==> config.mk <==
export PLATFORM = sky130hd
export DESIGN_NAME = uart_tx_flow
export DESIGN_NICKNAME = d
export VERILOG_FILES = /design/src/rtl/uart_tx_flow_pkg.sv /design/src/rtl/tx_hold.sv /design/src/rtl/tx_shifter.sv /design/src/rtl/rts_ctrl.sv /design/src/rtl/uart_tx_flow.sv
export SDC_FILE = /design/constraint.sdc
export NUM_CORES = 1
export LEC_CHECK = 0
export BUFFER_PORTS_ARGS = -buffer_cell sky130_fd_sc_hd__buf_2
export CAP_MARGIN = 20
export CORE_UTILIZATION = 50
export DETAILED_ROUTE_END_ITERATION = 7
export PLACE_DENSITY = 0.8
export SYNTH_ARGS = -nofsm -noshare
export SYNTH_HDL_FRONTEND = slang
export SYNTH_HIERARCHICAL = 1
export SYNTH_SLANG_ARGS = --single-unit
==> constraint.sdc <==
create_clock -name clk -period 2.2 [get_ports clk]
set_input_delay 0.22 -clock clk [delete_from_list [all_inputs] [get_ports clk]]
set_output_delay 0.22 -clock clk [all_outputs]
set_load 0.01 [all_outputs]
==> src/rtl/uart_tx_flow_pkg.sv <==
package uart_tx_flow_pkg;
  typedef enum logic {SH_IDLE = 1'b0, SH_BUSY = 1'b1} sh_state_t;
endpackage

==> src/rtl/tx_hold.sv <==
module tx_hold #(
  parameter int DATA_W = 8
) (
  input  logic              clk,
  input  logic              rst,
  input  logic              wr_valid,
  input  logic [DATA_W-1:0] wr_data,
  input  logic              take,
  output logic              full,
  output logic [DATA_W-1:0] data
);
  always_ff @(posedge clk) begin
    if (rst) begin
      full <= 1'b0;
      data <= '0;
    end else if (take) begin
      full <= 1'b0;
    end else if (wr_valid && !full) begin
      full <= 1'b1;
      data <= wr_data;
    end
  end
endmodule

==> src/rtl/tx_shifter.sv <==
module tx_shifter
  import uart_tx_flow_pkg::*;
#(
  parameter int DATA_W = 8
) (
  input  logic              clk,
  input  logic              rst,
  input  logic              bit_en,
  input  logic              hold_full,
  input  logic [DATA_W-1:0] hold_data,
  input  logic              cts_mode,
  input  logic              cts_n,
  output logic              take,
  output logic              busy,
  output logic              txd
);
  localparam int FRAME_W = DATA_W + 2;
  localparam int CNT_W   = $clog2(FRAME_W + 1);

  sh_state_t          state;
  logic [FRAME_W-1:0] frame;
  logic [CNT_W-1:0]   cnt;
  logic               last_bit;
  logic               may_start;

  assign busy      = (state == SH_BUSY);
  assign last_bit  = busy && (cnt == CNT_W'(1));
  // clear-to-send is only looked at on a character boundary
  assign may_start = hold_full && (!cts_mode || !cts_n);
  assign take      = bit_en && may_start && (!busy || last_bit);

  always_ff @(posedge clk) begin
    if (rst) begin
      state <= SH_IDLE;
      frame <= '1;
      cnt   <= '0;
      txd   <= 1'b1;
    end else if (bit_en) begin
      if (take) begin
        state <= SH_BUSY;
        frame <= {1'b1, hold_data, 1'b0};
        cnt   <= CNT_W'(FRAME_W);
        txd   <= 1'b0;
      end else if (last_bit) begin
        state <= SH_IDLE;
        txd   <= 1'b1;
      end else if (busy) begin
        frame <= {1'b1, frame[FRAME_W-1:1]};
        cnt   <= cnt - CNT_W'(1);
        txd   <= frame[1];
      end
    end
  end
endmodule

==> src/rtl/rts_ctrl.sv <==
module rts_ctrl (
  input  logic clk,
  input  logic rst,
  input  logic bit_en,
  input  logic auto_mode,
  input  logic sw_set,
  input  logic sw_clr,
  input  logic wr_valid,
  input  logic tx_empty,
  output logic rts_n
);
  logic rts_q;
  logic pend;

  always_ff @(posedge clk) begin
    if (rst) begin
      rts_q <= 1'b0;
      pend  <= 1'b0;
    end else if (sw_clr) begin
      rts_q <= 1'b0;
      pend  <= 1'b0;
    end else if (sw_set) begin
      rts_q <= 1'b1;
      pend  <= 1'b0;
    end else if (!auto_mode || !tx_empty || wr_valid) begin
      pend  <= 1'b0;
    end else if (pend && bit_en) begin
      rts_q <= 1'b0;
      pend  <= 1'b0;
    end else if (rts_q) begin
      pend  <= 1'b1;
    end
  end

  assign rts_n = ~rts_q;
endmodule

==> src/rtl/uart_tx_flow.sv <==
module uart_tx_flow #(
  parameter int DATA_W = 8
) (
  input  logic              clk,
  input  logic              rst,
  input  logic              bit_en,
  input  logic              wr_valid,
  input  logic [DATA_W-1:0] wr_data,
  input  logic              cts_n,
  input  logic              cts_mode,
  input  logic              auto_rts_mode,
  input  logic              rts_set,
  input  logic              rts_clr,
  output logic              txd,
  output logic              rts_n,
  output logic              thr_empty,
  output logic              tx_empty
);
  logic              hold_full;
  logic [DATA_W-1:0] hold_data;
  logic              take;
  logic              busy;

  tx_hold #(.DATA_W(DATA_W)) hold_i (
    .clk(clk), .rst(rst), .wr_valid(wr_valid), .wr_data(wr_data),
    .take(take), .full(hold_full), .data(hold_data)
  );

  tx_shifter #(.DATA_W(DATA_W)) shift_i (
    .clk(clk), .rst(rst), .bit_en(bit_en), .hold_full(hold_full),
    .hold_data(hold_data), .cts_mode(cts_mode), .cts_n(cts_n),
    .take(take), .busy(busy), .txd(txd)
  );

  rts_ctrl rts_i (
    .clk(clk), .rst(rst), .bit_en(bit_en), .auto_mode(auto_rts_mode),
    .sw_set(rts_set), .sw_clr(rts_clr), .wr_valid(wr_valid),
    .tx_empty(tx_empty), .rts_n(rts_n)
  );

  assign thr_empty = ~hold_full;
  assign tx_empty  = ~hold_full & ~busy;
endmodule

-- Yosys cells after proc, flatten, opt, wreduce, memory -nomap -nowiden
Index checks and enable logic that the tools add are counted.
- bits of input ports: 17
- latch bits: 0
- word-level logic and storage cells: 59
- output and inout bits: 4
- register bits: 27
- ROM bits: 0
- memories: 0
- bits in writable memories: 0
- divide/modulo/power cells: 0
- mux-type cells: 14
- eq/ne operators: 3
- order comparisons: 0
- shift operators: 0
- bitwise logic cells: 5
- add/sub/neg operators: 1
- reduce and logical (&&, ||, !) cells: 28
- multiply operators: 0
- operator list (kind ; number):
    10-bit two-way mux ; 3
    4-bit two-way mux ; 3
    1-bit two-way mux ; 8
    2-bit AND reduction ; 4
    1-bit logical AND ; 6
    1-bit logical NOT ; 6
    2-bit nonzero test ; 3
    5-bit OR reduction ; 1
    4-bit by 1-bit == test with 1-bit output, second input constant ; 1
    1-bit logical OR ; 4
    2-bit inequality test, second input constant ; 2
    1-bit NOT ; 4
    2-bit OR reduction ; 2
    4-bit by 1-bit subtractor with 4-bit output, second input constant ; 1
    3-bit AND reduction ; 1
    3-bit nonzero test ; 1
    1-bit bitwise AND ; 1

-- Longest topological paths before layout
- depth after elaboration: 7
- gate-level depth with buffers: 8
- depth with buffers taken out: 6

-- Modules after synthesis
The synthesis kept the hierarchy.
- by module, submodules not included (module ; area each (µm²) ; sequential area each (µm²) ; cells each ; instances):
    tx_shifter ; 686.9 ; 280.3 ; 79 ; 1
    tx_hold ; 397.9 ; 180.2 ; 38 ; 1
    rts_ctrl ; 90.1 ; 40.0 ; 9 ; 1
    uart_tx_flow ; 7.5 ; 0.0 ; 2 ; 1

-- Worst setup path after synthesis
Ideal clock, no wire load.
- path kind: register to register
- from: register shift_i.cnt[1]
- to: register hold_i.data[0]
- buffers on the path: 2
- period minus slack after synthesis: 1.721 ns
- arrival time: 1.602 ns
- path slack: 0.479 ns
- stages on the path, launching flop included: 9
- library setup time: 0.119 ns
- data required time: 2.081 ns
- path through: dfxtp_1 inv_1 ha_1 or3b_4 a221oi_4 buf_6 nor3b_2 buf_6 mux2i_1
- longest elaborated chain between the ends: 6
- RTL lines (what ; RTL line ; RTL):
    from (decl) ; tx_shifter.sv:22 ; logic [CNT_W-1:0] cnt;
    from (signal assigned) ; tx_shifter.sv:42 ; cnt <= CNT_W'(FRAME_W);
    from (signal assigned) ; tx_shifter.sv:49 ; cnt <= cnt - CNT_W'(1);
    4-bit by 1-bit == test with 1-bit output ; tx_shifter.sv:27 ; assign last_bit = busy && (cnt == CNT_W'(1));
    1-bit logical AND ; tx_shifter.sv:27 ;
    1-bit logical OR ; tx_shifter.sv:30 ; assign take = bit_en && may_start && (!busy || last_bit);
    1-bit logical AND ; tx_shifter.sv:30 ;
    net take ; uart_tx_flow.sv:21 ; logic take;
    1-bit NOT (no line) ; n/a ;
    2-bit AND reduction (no line) ; n/a ;
    to (signal assigned) ; tx_hold.sv:20 ; data <= wr_data;
    to (decl) ; tx_hold.sv:10 ; output logic [DATA_W-1:0] data
The timed path passes the listed nets, and every way through them passes these cells.
A chain may end at the register's enable or synchronous reset.

-- Worst setup path in the final report
- from: register shift_i.cnt[1]
- to: register shift_i.frame[8]
- longest elaborated chain between the ends: 6
- elaborated cells on any way between the ends: 8
- those cells by class: eq/ne: 2; mux: 1; reduce/logical: 5
- RTL lines (what ; RTL line ; RTL):
    4-bit by 1-bit == test with 1-bit output * ; tx_shifter.sv:27 ;
    1-bit logical AND * ; tx_shifter.sv:27 ;
    1-bit logical OR * ; tx_shifter.sv:30 ;
    1-bit logical AND * ; tx_shifter.sv:30 ;
    net take ; uart_tx_flow.sv:21 ;
    2-bit inequality test (no line) or 2-bit nonzero test (tied branches) ; n/a ;
    3-bit AND reduction (no line) ; n/a ;
    to (signal assigned) ; tx_shifter.sv:41 ; frame <= {1'b1, hold_data, 1'b0};
    to (signal assigned) ; tx_shifter.sv:48 ; frame <= {1'b1, frame[FRAME_W-1:1]};
    to (decl) ; tx_shifter.sv:21 ; logic [FRAME_W-1:0] frame;
Mark *: on every way through the listed nets, which the timed path passes. The rest lies on a longest branch.

==> flow_metrics.env <==
export IMPL_outcome="complete, no violations"
export IMPL_ys_seq_elements=25
export IMPL_first_global_vias=857
export IMPL_hold_slack_ps=139
export IMPL_hold_buffers=0
export IMPL_drt_pass1_iterations=4
export IMPL_vias=952
export IMPL_slowest_stage="or3b_4"
export IMPL_ff2ff_path_depth=7
export IMPL_drive_gt1_share_pct=22.0
export IMPL_mostFrequentLayoutCells="dfxtp_1, nand2_1, buf_2, nand2b_1, mux2i_1"
export IMPL_route_detailed_drc=0
export IMPL_layout_commonest_cell="dfxtp_1"
export IMPL_path_buf_inv=2
export IMPL_fmax_mhz=515
export IMPL_grt_usage_pct=19.1
export IMPL_max_vdd_ir_drop_mv=0.456
export IMPL_post_route_worst_setup_slack_ps=258
export IMPL_num_io_pins=21
export IMPL_crit_path_start_kind="flip-flop"
export IMPL_min_period_ps=1940
export IMPL_start_util_pct=53.5
export IMPL_cts_sinks=25
export IMPL_required_ps=2420
export IMPL_synth_area_leaders="dfxtp_1, nand2b_1, mux2i_1"
export IMPL_clock_skew_ps=6.29
export IMPL_tns_ps=0
export IMPL_synth_area_um2=1180
export IMPL_detailedRoute_firstIterationViolations=6
export IMPL_grt_max_degree=33
export IMPL_synth_edff_count=0
export IMPL_cts_buffers_inserted=3
export IMPL_async_flop_share_pct=0
export IMPL_synth_top_flop_cell="dfxtp_1"
export IMPL_crit_type="reg -> reg"
export IMPL_ys_seq_area_share_pct=42.3
export IMPL_num_nets_final=170
export IMPL_max_cap_violations=0
export IMPL_power_density_nw_per_um2=648
export IMPL_crit_arrival_ps=2160
export IMPL_drv_slew=0
export IMPL_cts_resized=0
export IMPL_synthMuxAreaShare_pct=6.77
export IMPL_synth_fa_ha_area_share_pct=2.12
export IMPL_cp_cell_sequence="inv_1 > ha_1 > or3b_4 > a221oi_4 > buf_4 > nor2b_1 > o21bai_1"
export IMPL_grt_first_pass_wirelength_mm=3.62
export IMPL_yosys_area_top_type="dfxtp_1"
export IMPL_place_ws_ps=307
export IMPL_slew_headroom_pct=59.4
export IMPL_synthesis_nets=147
export IMPL_post_route_period_util_pct=88.3
export IMPL_worst_hold_startpoint="wr_data[2]"
export IMPL_core_area_um2=2210
export IMPL_clock_latency_ps=320
export IMPL_clockRootBuffer="clkbuf_4"
export IMPL_fp_dieW_um=50.6
export IMPL_hpwl_mm=1.55
export IMPL_hold_viol=0
export IMPL_yosysWarnings=6
export IMPL_worstMarginPinSlew_ps=606
export IMPL_die_y_um=50.6
export IMPL_cpPeakStageDelay_ps=410
export IMPL_finalSetupViolations=0
export IMPL_power_total_uw=861
export IMPL_synth_top_area_share_pct=42.3
export IMPL_synth_compound_area_share_pct=17.1
export IMPL_num_rows=17
export IMPL_worstHoldEndpoint="hold_i/data[2]$_SDFFE_PP0P_"
export IMPL_antenna_found_initial=0
export IMPL_reg2reg_slack_ps=260
export IMPL_synth_cell_types=34
export IMPL_crit_path_end_kind="flip-flop"
export IMPL_synth_top_family_by_area="simple AND/OR/NAND/NOR gates"
export IMPL_rsz0062_at_grt="no"
export IMPL_synth_xor_area_share_pct=0
export IMPL_wl_mm=2.19
export IMPL_area_growth_pct=12.4
export IMPL_p_leak_nw=0.576
export IMPL_synthSimpleGateAreaFrac_pct=26.5
export IMPL_wire_per_inst_um=12.3
export IMPL_via_per_inst=5.35
export IMPL_htreeDepth=1
export IMPL_r2r_start="shift_i/cnt[1]$_SDFFE_PP0P_"
export IMPL_hp_class="in -> reg"
export IMPL_whs_path_depth=3
export IMPL_critical_path_top_delay_family="simple AND/OR/NAND/NOR gates"
export IMPL_grt_ovfl_total=0
export IMPL_avgSynthCellArea_um2=9.24
export IMPL_clk_pin_slew_worst_paths_ps=140
export IMPL_syn_inst=128
export IMPL_cts_buffer_depth=2
export IMPL_portBuffers=20
export IMPL_fillers=207
export IMPL_r2r_end="shift_i/frame[8]$_SDFFE_PP1P_"
export IMPL_gp_congestion=0.822
export IMPL_crit_cells=7
export IMPL_post_cts_buffers=0
export IMPL_ant_nets=0
export IMPL_dieArea_um2=2560
export IMPL_path_max_fanout=7
export IMPL_tritoncts="built"
export IMPL_diodes=0
## per-stage QoR
stage	utilization [%]	area, um2	instances
3_5_place_dp	58.8	1300	174
6_report	60.1	1330	178
3_3_place_gp	58.8	1300	174
4_1_cts	60.1	1330	178
2_1_floorplan	-	1180	128
5_1_grt	60.1	1330	178
## tightest hold or removal path, cell delays in order
cell      delay (ps)
buf_2             90
nand2b_1          50
mux2i_1           60
## state kept, by name, indices dropped and copies added, names as in the netlist
signal,flops
shift_i/frame,8
rts_i/pend,1
shift_i/cnt,4
hold_i/data,8
hold_i/full,1
shift_i/txd,1
rts_i/rts_q,1
shift_i/busy,1
## worst max-delay path by stage
stage / from / endpoint / slack, ps
finish: shift_i/cnt[1]$_SDFFE_PP0P_ / shift_i/frame[8]$_SDFFE_PP1P_ / 260
global route: shift_i/cnt[1]$_SDFFE_PP0P_ / shift_i/frame[8]$_SDFFE_PP1P_ / 120
CTS: shift_i/cnt[1]$_SDFFE_PP0P_ / shift_i/frame[8]$_SDFFE_PP1P_ / 270
detailed placement: shift_i/cnt[1]$_SDFFE_PP0P_ / shift_i/frame[8]$_SDFFE_PP1P_ / 310
global placement: shift_i/cnt[1]$_SDFFE_PP0P_ / shift_i/frame[8]$_SDFFE_PP1P_ / 370
floorplan: shift_i/cnt[1]$_SDFFE_PP0P_ / hold_i/data[0]$_SDFFE_PP0P_ / 480
## cells in the mapped netlist, types with 3 or more instances
library cell  instances
a21oi_1               6
a221oi_1              7
and2_1                3
dfxtp_1              25
inv_1                 6
mux2i_1               8
nand2_1              21
nand2b_1             16
nor2_1                6
## cells by family after synthesis
group                      Yosys count
AOI/OAI and AO/OA                   24
buffers and inverters               11
muxes                                8
DFF                                 25
and+or+nand+nor                     58
adders and majority gates            2
## layout make-up
| type | instances | area [um2] | share of cell area, % |
|---|---|---|---|
| clock inverter | 1 | 5.00 | 0.377 |
| timing repair buffer | 23 | 123 | 9.23 |
| clock buffer | 3 | 22.5 | 1.69 |
| tap | 28 | 35.0 | 2.64 |
| inverter | 6 | 22.5 | 1.69 |
| multi-input combinational | 92 | 621 | 46.7 |
| sequential | 25 | 500 | 37.7 |
## where the power goes
part | leakage, nW | total (mW) | internal, mW | switching [mW]
clock | 0.0177 | 0.203 | 0.0680 | 0.135
combinational | 0.353 | 0.147 | 0.0711 | 0.0761
sequential | 0.205 | 0.511 | 0.487 | 0.0241
## metal layers
metal  vias up  routed length (um)  GRT usage, %
li1        488                   -             -
met2        20                1030          30.2
met4         0                  72          14.4
met5         -                   0             0
met3         8                  62          4.24
met1       436                1030          22.3
Note: power is estimated with default switching activity, not from simulation.
